===== src/rtl/mirq_pkg.sv =====
package mirq_pkg;

   typedef enum logic [1:0] {
      CFG_LEVEL  = 2'd0,
      CFG_ENABLE = 2'd1,
      CFG_PEND   = 2'd2,
      CFG_NONE   = 2'd3
   } cfg_kind_e;

   localparam int VEC_NMI  = 0;
   localparam int VEC_BRK  = 1;
   localparam int VEC_SRC0 = 2;
   localparam int REG_W    = 8;
   localparam int PAIRS_PER_REG = 4;

endpackage


===== src/rtl/mirq_cfg_regs.sv =====
module mirq_cfg_regs
   import mirq_pkg::*;
#(
   parameter int N_SRC = 16,
   parameter int IW    = 1
) (
   input  logic             clk,
   input  logic             rst,
   input  logic             cfg_wr,
   input  logic [1:0]       cfg_kind,
   input  logic [IW-1:0]    cfg_idx,
   input  logic [7:0]       cfg_data,
   output logic [N_SRC-1:0] src_en,
   output logic [N_SRC-1:0] src_lvl,
   output logic [N_SRC-1:0] pend_keep
);

   localparam int NREG = N_SRC / REG_W;

   cfg_kind_e kind;
   assign kind = cfg_kind_e'(cfg_kind);

   for (genvar r = 0; r < NREG; r++) begin : g_reg
      logic hit;
      assign hit = cfg_wr && (cfg_idx == IW'(r));

      always_ff @(posedge clk) begin
         if (rst) begin
            src_en[r*REG_W +: REG_W] <= '0;
         end else if (hit && kind == CFG_ENABLE) begin
            src_en[r*REG_W +: REG_W] <= cfg_data;
         end
      end

      // upper nibble bit 4+p governs one pair of sources
      for (genvar p = 0; p < PAIRS_PER_REG; p++) begin : g_pair
         always_ff @(posedge clk) begin
            if (rst) begin
               src_lvl[r*REG_W + 2*p +: 2] <= 2'b00;
            end else if (hit && kind == CFG_LEVEL) begin
               src_lvl[r*REG_W + 2*p +: 2] <= {2{cfg_data[4+p]}};
            end
         end
      end

      assign pend_keep[r*REG_W +: REG_W] =
         (hit && kind == CFG_PEND) ? cfg_data : {REG_W{1'b1}};
   end

endmodule


===== src/rtl/mirq_pending.sv =====
module mirq_pending #(
   parameter int N_SRC = 16
) (
   input  logic             clk,
   input  logic             rst,
   input  logic [N_SRC-1:0] src_set,
   input  logic [N_SRC-1:0] src_keep,
   input  logic [N_SRC-1:0] src_clr,
   input  logic             nmi_set,
   input  logic             nmi_clr,
   input  logic             brk_set,
   input  logic             brk_clr,
   output logic [N_SRC-1:0] src_pend,
   output logic             nmi_pend,
   output logic             brk_pend
);

   always_ff @(posedge clk) begin
      if (rst) begin
         src_pend <= '0;
         nmi_pend <= 1'b0;
         brk_pend <= 1'b0;
      end else begin
         // a fresh request outranks any clear in the same cycle
         src_pend <= (src_pend & src_keep & ~src_clr) | src_set;
         nmi_pend <= (nmi_pend & ~nmi_clr) | nmi_set;
         brk_pend <= (brk_pend & ~brk_clr) | brk_set;
      end
   end

endmodule


===== src/rtl/mirq_mask_state.sv =====
module mirq_mask_state (
   input  logic clk,
   input  logic rst,
   input  logic wr,
   input  logic i_in,
   input  logic ui_in,
   input  logic enter,
   output logic mask_i,
   output logic mask_ui
);

   always_ff @(posedge clk) begin
      if (rst || enter) begin
         mask_i  <= 1'b1;
         mask_ui <= 1'b1;
      end else if (wr) begin
         mask_i  <= i_in;
         mask_ui <= ui_in;
      end
   end

endmodule


===== src/rtl/mirq_find_first.sv =====
module mirq_find_first #(
   parameter int W  = 16,
   parameter int IW = 4
) (
   input  logic [W-1:0]  req,
   output logic          found,
   output logic [IW-1:0] idx
);

   always_comb begin
      found = 1'b0;
      idx   = '0;
      for (int k = W - 1; k >= 0; k--) begin
         if (req[k]) begin
            found = 1'b1;
            idx   = IW'(k);
         end
      end
   end

endmodule


===== src/rtl/mask_irq_arbiter.sv =====
module mask_irq_arbiter
   import mirq_pkg::*;
#(
   parameter int  N_SRC = 16,
   localparam int NREG  = N_SRC / 8,
   localparam int IW    = (NREG > 1) ? $clog2(NREG) : 1,
   localparam int VW    = $clog2(N_SRC + 2)
) (
   input  logic             clk,
   input  logic             rst,
   input  logic [N_SRC-1:0] src_req,
   input  logic             nmi_req,
   input  logic             brk_req,
   input  logic             cfg_wr,
   input  logic [1:0]       cfg_kind,
   input  logic [IW-1:0]    cfg_idx,
   input  logic [7:0]       cfg_data,
   input  logic             mask_wr,
   input  logic             mask_i_wr,
   input  logic             mask_ui_wr,
   input  logic             irq_ack,
   output logic             irq_req,
   output logic [VW-1:0]    irq_vec,
   output logic             mask_i,
   output logic             mask_ui
);

   localparam int SW = (N_SRC > 1) ? $clog2(N_SRC) : 1;

   if (N_SRC % REG_W != 0) begin : g_bad_mult
      $error("N_SRC must be a multiple of 8");
   end
   if (N_SRC < REG_W || N_SRC > 240) begin : g_bad_range
      $error("N_SRC must lie between 8 and 240");
   end

   logic [N_SRC-1:0] src_en, src_lvl, pend_keep, src_pend, src_clr;
   logic [N_SRC-1:0] ok_hi, ok_lo;
   logic             nmi_pend, brk_pend, nmi_clr, brk_clr;
   logic             hi_found, lo_found, win_found, still_ok, ack_hit;
   logic [SW-1:0]    hi_idx, lo_idx;
   logic [VW-1:0]    win_vec;
   logic [N_SRC+1:0] ok_all;

   assign ack_hit = irq_req && irq_ack;

   mirq_cfg_regs #(.N_SRC(N_SRC), .IW(IW)) u_cfg (
      .clk       (clk),
      .rst       (rst),
      .cfg_wr    (cfg_wr),
      .cfg_kind  (cfg_kind),
      .cfg_idx   (cfg_idx),
      .cfg_data  (cfg_data),
      .src_en    (src_en),
      .src_lvl   (src_lvl),
      .pend_keep (pend_keep)
   );

   for (genvar s = 0; s < N_SRC; s++) begin : g_clr
      assign src_clr[s] = ack_hit && (irq_vec == VW'(s + VEC_SRC0));
   end
   assign nmi_clr = ack_hit && (irq_vec == VW'(VEC_NMI));
   assign brk_clr = ack_hit && (irq_vec == VW'(VEC_BRK));

   mirq_pending #(.N_SRC(N_SRC)) u_pend (
      .clk      (clk),
      .rst      (rst),
      .src_set  (src_req),
      .src_keep (pend_keep),
      .src_clr  (src_clr),
      .nmi_set  (nmi_req),
      .nmi_clr  (nmi_clr),
      .brk_set  (brk_req),
      .brk_clr  (brk_clr),
      .src_pend (src_pend),
      .nmi_pend (nmi_pend),
      .brk_pend (brk_pend)
   );

   mirq_mask_state u_mask (
      .clk     (clk),
      .rst     (rst),
      .wr      (mask_wr),
      .i_in    (mask_i_wr),
      .ui_in   (mask_ui_wr),
      .enter   (ack_hit),
      .mask_i  (mask_i),
      .mask_ui (mask_ui)
   );

   // acceptance per level under the current mask state
   assign ok_hi = src_pend & src_en &  src_lvl & {N_SRC{~(mask_i & mask_ui)}};
   assign ok_lo = src_pend & src_en & ~src_lvl & {N_SRC{~mask_i}};
   assign ok_all = {ok_hi | ok_lo, brk_pend, nmi_pend};

   mirq_find_first #(.W(N_SRC), .IW(SW)) u_find_hi (
      .req   (ok_hi),
      .found (hi_found),
      .idx   (hi_idx)
   );

   mirq_find_first #(.W(N_SRC), .IW(SW)) u_find_lo (
      .req   (ok_lo),
      .found (lo_found),
      .idx   (lo_idx)
   );

   always_comb begin
      win_found = 1'b1;
      win_vec   = '0;
      if (nmi_pend) begin
         win_vec = VW'(VEC_NMI);
      end else if (hi_found) begin
         win_vec = VW'(hi_idx) + VW'(VEC_SRC0);
      end else if (brk_pend) begin
         win_vec = VW'(VEC_BRK);
      end else if (lo_found) begin
         win_vec = VW'(lo_idx) + VW'(VEC_SRC0);
      end else begin
         win_found = 1'b0;
      end
   end

   always_comb begin
      still_ok = 1'b0;
      for (int v = 0; v < N_SRC + 2; v++) begin
         if (irq_vec == VW'(v)) still_ok = ok_all[v];
      end
   end

   always_ff @(posedge clk) begin
      if (rst) begin
         irq_req <= 1'b0;
         irq_vec <= '0;
      end else if (ack_hit) begin
         irq_req <= 1'b0;
      end else if (irq_req) begin
         irq_req <= still_ok;
      end else begin
         irq_req <= win_found;
         if (win_found) irq_vec <= win_vec;
      end
   end

endmodule


===== config.mk =====
export PLATFORM = sky130hd
export DESIGN_NAME = mask_irq_arbiter
export DESIGN_NICKNAME = d
export VERILOG_FILES = /design/src/rtl/mirq_pkg.sv /design/src/rtl/mirq_cfg_regs.sv /design/src/rtl/mirq_pending.sv /design/src/rtl/mirq_mask_state.sv /design/src/rtl/mirq_find_first.sv /design/src/rtl/mask_irq_arbiter.sv
export SDC_FILE = /design/constraint.sdc
export NUM_CORES = 1
export LEC_CHECK = 0
export ABC_AREA = 1
export ABC_CLOCK_PERIOD_IN_PS = 1940
export BUFFER_PORTS_ARGS = -buffer_cell sky130_fd_sc_hd__buf_2
export CAP_MARGIN = 20
export CORE_ASPECT_RATIO = 0.9
export CORE_MARGIN = 2
export CORE_UTILIZATION = 30
export CTS_CLUSTER_SIZE = 8
export DETAILED_ROUTE_END_ITERATION = 8
export PLACE_DENSITY = 0.6
export SETUP_SLACK_MARGIN = 0.15
export SLEW_MARGIN = 10
export SYNTH_ARGS = -nofsm -noshare
export SYNTH_HDL_FRONTEND = slang
export SYNTH_SLANG_ARGS = --single-unit
export TNS_END_PERCENT = 100

===== constraint.sdc =====
create_clock -name clk -period 1.94 [get_ports clk]
set_input_delay 0.291 -clock clk [delete_from_list [all_inputs] [get_ports clk]]
set_output_delay 0.291 -clock clk [all_outputs]
set_load 0.05 [all_outputs]

; Yosys cells after proc, flatten, opt, wreduce, memory -nomap -nowiden
; Index checks and enable logic that the tools add are counted.
[classes]
reduce_logical = 32
div_mod_pow = 0
mux = 93
bitwise = 23
n_eq_ne = 19
add_sub_neg = 2
magnitude_cmp = 0
shifts = 0
n_mul = 0
[ops]
columns = cell, n
row1 = 4-bit 2-to-1 mux, 32
row2 = 16-bit bitwise AND, 7
row3 = 1-bit 2-to-1 mux, 55
row4 = 5-bit by 4-bit equality test with 1-bit output (second input constant), 8
row5 = 16-bit NOT, 2
row6 = 16-bit bitwise OR, 2
row7 = 1-bit logical AND, 27
row8 = 5-bit by 3-bit equality test with 1-bit output (second input constant), 4
row9 = 5-bit 2-to-1 mux, 4
row10 = 8-bit 2-to-1 mux, 2
row11 = 4-bit by 2-bit adder with 5-bit output (second input constant), 2
row12 = 5-bit by 2-bit equality test with 1-bit output (second input constant), 2
row13 = 5-bit equality test (second input constant), 2
row14 = 1-bit NOT, 7
row15 = 5-bit by 1-bit equality test with 1-bit output (second input constant), 1
row16 = 5-bit logical NOT, 1
row17 = 1-bit bitwise AND, 3
row18 = 3-bit AND reduction, 1
row19 = 2-bit by 1-bit equality test with 1-bit output (second input constant), 1
row20 = 2-bit equality test (second input constant), 1
row21 = 2-bit logical NOT, 1
row22 = 1-bit bitwise OR, 2
row23 = 2-bit OR reduction, 1
row24 = 1-bit logical OR, 1
[word_totals]
word_cells = 186
in_bits = 36
latchBits = 0
out_inout_bits = 8
register_bits = 50
ramBits = 0
romBits = 0
mem_count = 0

; Logic depth before layout (Yosys ltp)
[depth]
word_depth = 24
ltp_mapped = 20
ltp_nobuf = 20

; Hierarchy
; From an unflattened synthesis, not the netlist that was laid out.
[unflattened]
hier_cells = 596
area_unflattened_um2 = 3564.7
[modules_own_cells]
columns = module, area_per_inst_um2, n_inst, seq_area_each_um2, cells_per_inst
row1 = mask_irq_arbiter, 1164.9, 1, 120.1, 223
row2 = mirq_cfg_regs, 1159.9, 1, 480.5, 175
row3 = mirq_pending, 749.5, 1, 360.3, 90
row4 = mirq_find_first, 209.0, 2, 0.0, 49
row5 = mirq_mask_state, 72.6, 1, 40.0, 10

; Worst setup path after synthesis
; No wires, ideal clock.
[synth_timing]
path_kind = register to register
start = register u_mask.mask_i
end = register irq_vec[3]
arrival_time_ps = 2524
path_slack_ps = -650
required_time_ps = 1874
n_path_buf = 1
path_stages_with_launch = 17
period_less_slack_ps = 2590
setup_time_ps = 66
path_cell_list = dfxtp_1 inv_1 buf_2 nand3_1 nand2_1 a31oi_1 nor2_1 nor2_1 nor2_1 o21ai_2 nor2_1 ha_1 xnor2_1 a21oi_1 nor4_1 a21oi_1 nor2_1
[synth_between]
elab_chain_len = 23
elab_cells_between_ends = 80
cone_classes = add/sub: 2 / mux: 72 / bitwise: 5 / reduce/logical: 1
[synth_lines]
columns = element, line
row1 = start: declaration, mirq_mask_state.sv:8  ; output logic mask_i,
row2 = start signal: assignment, mirq_mask_state.sv:17  ; mask_i <= i_in;
row3 = 1-bit NOT, mask_irq_arbiter.sv:93  ; assign ok_lo = src_pend & src_en & ~src_lvl & {N_SRC{~mask_i}};
row4 = 16-bit bitwise AND, mask_irq_arbiter.sv:93
row5 = 4-bit 2-to-1 mux / 1-bit 2-to-1 mux (equally long branches) (16 in series), mirq_find_first.sv:14  ; if (req[k]) begin
row6 = 4-bit by 2-bit adder with 5-bit output / 1-bit 2-to-1 mux (equally long branches), "mask_irq_arbiter.sv:118, mask_irq_arbiter.sv:117"
row7 = 5-bit 2-to-1 mux / 1-bit 2-to-1 mux (equally long branches), "mask_irq_arbiter.sv:117, mask_irq_arbiter.sv:115"
row8 = 5-bit 2-to-1 mux / 1-bit 2-to-1 mux (equally long branches), "mask_irq_arbiter.sv:115, mask_irq_arbiter.sv:113"
row9 = 5-bit 2-to-1 mux / 1-bit 2-to-1 mux (equally long branches), "mask_irq_arbiter.sv:113, mask_irq_arbiter.sv:111"
row10 = 5-bit 2-to-1 mux / 3-bit AND reduction (equally long branches), -
row11 = end signal: assignment, mask_irq_arbiter.sv:141  ; if (win_found) irq_vec <= win_vec;
row12 = end: declaration, mask_irq_arbiter.sv:23  ; output logic [VW-1:0] irq_vec,
; Parallel ways exist; a longest one is shown, timed or not.
; A chain may end at the register's enable or synchronous reset.

; Final worst setup path
; Same ends and word-level chain as after synthesis.

==> out/metrics.csv <==
metric,value,unit
preCtsSetupSlack,-190,ps
maxSlewViolCount,0,
maximum_number_of_pins_on_one_net_before_global_route_repair,22,
maxSlewHeadroom,57.0,%
die_height,98.2,µm
finClkSkew,8.62,ps
numCtsBuffers,5,
ys_warn_count,0,
design.final.nets,633,
die_w,109,µm
timing.final.crit_share,113,%
wl,10700,µm
ir_drop,250,µV
ctsHoldBuffers,0,
finalWorstSetupSlack,-249,ps
track_usage,20.6,%
synth_cells,484,
setup.worst_path.start_class,register,
via_per_inst,4.85,
tritoncts,yes,
post_dp_cell_area,3870,µm²
power.share.switching,31.8,%
rows,34,
synthesis.area_per_instance,6.12,µm²
grt_antenna_before_repair,0,
hold_path.class,primary input to register,
combPwrFrac,19.4,%
drive_gt1_share,31.5,%
yosys_register_bits,50,
total_of_max_cap_violations,0,
fin_util,43.6,%
fp.dieArea,10700,µm²
power.density_cell_area,523,nW/µm²
place.port_buffers,43,
synth_seq_area_share,33.8,%
cts_buffer_depth,2,
drtAntennaViolNets,0,
share_seq_of_total_power,51.3,%
core-area,9610,µm²
finalCriticalPeriod,2190,ps
worstSkewPairLatency,310,ps
crit_path_max_fanout,8,
num_vias,3504,
cp_arrival,2440,ps
worst-endpoint-required,2200,ps
final-hold-violation-count,0,
drt_drc_violations_left,0,
grt_overflow_total,0,
grt_pass1_wl,17000,µm
syn_nets,522,
top_library_cells_by_usage_in_the_layout_fill_and_taps_aside,"sky130_fd_sc_hd__nand2_1 (104), sky130_fd_sc_hd__nor2_1 (91), sky130_fd_sc_hd__buf_4 (65), sky130_fd_sc_hd__inv_1 (53), sky130_fd_sc_hd__buf_2 (43)",
switchingPower,0.696,mW
wl_per_cell,14.8,µm
worst_setup_path_end_kind,register,
synth.distinct_cells,28,
run_status,"finished, violations left",
setup_viol_count_final,6,
max_slew.worst_pin.slew,644,ps
max_freq,457,MHz
rsz0062_at_grt,yes,
detail_route.iter0.violations,178,
p_leak,2.10,nW
layout.cell_area.non_filler,4190,µm²
detailed_place_hpwl,8360,µm
clock_tree.root_cell,sky130_fd_sc_hd__clkbuf_8,
flow.area_growth_from_synthesis,41.5,%
ios,44,
fin_tns_setup,-612,ps
diodes,0,
drt_pass1_iterations,4,
clock-sinks,50,
path_clk_slew,100,ps
grt_pass1_vias,3474,
place.gp.congestion,0.937,
htree_num_levels,2,
layout_commonest_cell,sky130_fd_sc_hd__nand2_1,
initial_core_util,30.8,%
placed_insts,711,
power.total,2.19,mW
violated_checks,setup timing,
cellInternalPower,1.50,mW
layoutNonFillerInstCount,722,
worst-setup-path-type,register to register,
hold_slack,175,ps
power.clock.fraction,29.2,%
netlist_area,2960,µm²
[registers in the layout, indices dropped and copies added, names as in the netlist]
register / flops
irq_vec: 5
u_cfg.src_en: 16
u_pend.brk_pend: 1
u_pend.src_pend: 16
irq_req: 1
u_cfg.src_lvl: 8
u_mask.mask_i: 1
u_pend.nmi_pend: 1
u_mask.mask_ui: 1
[final cells by class]
| type | instances | area (µm²) |
|---|---|---|
| fill | 1038 | 5430 |
| multi-input combinational | 370 | 1960 |
| sequential | 50 | 1020 |
| timing repair buffer | 111 | 746 |
| inverter | 57 | 221 |
| tap | 126 | 158 |
| clock buffer | 6 | 72.6 |
| clock inverter | 2 | 13.8 |
[layer usage]
metal	wire length [µm]	track usage, %	vias to the layer above	part of all wire [%]
met5	0	0	-	0
li1	-	-	1792	-
met1	5090	27.5	1607	48
met4	250	6.90	0	2.3
met2	4730	33.0	86	44
met3	603	4.21	19	5.7
[cell families after synthesis]
logic type / synth area share (%)
compound gates: 18.0
buf+inv: 8.41
flops: 33.8
fa+ha+maj: 0.845
simple gates: 38.6
xor+xnor: 0.296
[power groups by stage]
stage / Clock [mW] / Sequential, mW / Combinational [mW]
after floorplan: 0 / 1.16 / 0.199
after global placement: 0 / 1.14 / 0.386
after detailed placement: 0 / 1.14 / 0.388
after CTS: 0.655 / 1.12 / 0.402
after global routing: 0.706 / 1.13 / 0.471
final: 0.640 / 1.13 / 0.426
[critical path, cell delays in order (launching register included)]
cell and delay (ps):
sky130_fd_sc_hd__dfxtp_4 450, sky130_fd_sc_hd__inv_8 70, sky130_fd_sc_hd__nand3_4 100, sky130_fd_sc_hd__nand2_4 70
sky130_fd_sc_hd__a31oi_4 130, sky130_fd_sc_hd__nor2_1 60, sky130_fd_sc_hd__nor2_1 110, sky130_fd_sc_hd__nor2_1 60
sky130_fd_sc_hd__o21ai_2 150, sky130_fd_sc_hd__nor2_1 70, sky130_fd_sc_hd__ha_2 200, sky130_fd_sc_hd__xnor2_2 180
sky130_fd_sc_hd__a21oi_2 80, sky130_fd_sc_hd__nor4_2 250, sky130_fd_sc_hd__a21oi_1 60, sky130_fd_sc_hd__nor2_1 90
[what timing repair did]
action	CTS	global route
pin swaps	6	11
endpoints found under the setup margin	6	6
buffers inserted	1	2
endpoints found under the hold margin	0	0
gates resized for setup	25	29
[synthesized netlist by cell type]
master / instances / area (µm²)
sky130_fd_sc_hd__a21oi_1: 39 / 195
sky130_fd_sc_hd__a21oi_2: 1 / 8.76
sky130_fd_sc_hd__a31oi_1: 4 / 25.0
sky130_fd_sc_hd__and3_1: 1 / 6.26
sky130_fd_sc_hd__buf_2: 1 / 5.00
sky130_fd_sc_hd__buf_6: 1 / 11.3
sky130_fd_sc_hd__clkbuf_1: 5 / 18.8
sky130_fd_sc_hd__dfxtp_1: 50 / 1000
sky130_fd_sc_hd__ha_1: 2 / 25.0
sky130_fd_sc_hd__inv_1: 57 / 214
sky130_fd_sc_hd__nand2_1: 117 / 439
sky130_fd_sc_hd__nand2_2: 1 / 6.26
sky130_fd_sc_hd__nand3_1: 35 / 175
sky130_fd_sc_hd__nand3_2: 3 / 30.0
sky130_fd_sc_hd__nand3_4: 1 / 17.5
sky130_fd_sc_hd__nand4_1: 6 / 37.5
sky130_fd_sc_hd__nor2_1: 97 / 364
sky130_fd_sc_hd__nor2_2: 2 / 12.5
sky130_fd_sc_hd__nor2_4: 2 / 22.5
sky130_fd_sc_hd__nor3_1: 5 / 25.0
sky130_fd_sc_hd__nor4_1: 1 / 6.26
sky130_fd_sc_hd__o211ai_1: 3 / 22.5
sky130_fd_sc_hd__o21a_1: 4 / 30.0
sky130_fd_sc_hd__o21ai_0: 37 / 185
sky130_fd_sc_hd__o21ai_2: 1 / 8.76
sky130_fd_sc_hd__o221ai_1: 5 / 43.8
sky130_fd_sc_hd__o31ai_1: 2 / 15.0
sky130_fd_sc_hd__xnor2_1: 1 / 8.76
[path summary, 6_finish.rpt]
kind / from / to / slack (ps) / depth (start not counted)
min reg2reg: u_cfg.src_en[12]$_SDFFE_PP0P_ / u_cfg.src_en[12]$_SDFFE_PP0P_ / 490 / 2
max: u_mask.mask_i$_SDFFE_PP1P_ / irq_vec[3]$_SDFFE_PP0P_ / -250 / 15
min: src_req[13] / u_pend.src_pend[13]$_SDFF_PP0_ / 170 / 2
max reg2reg: u_mask.mask_i$_SDFFE_PP1P_ / irq_vec[3]$_SDFFE_PP0P_ / -250 / 15
Note: power is estimated with default switching activity, not from simulation.
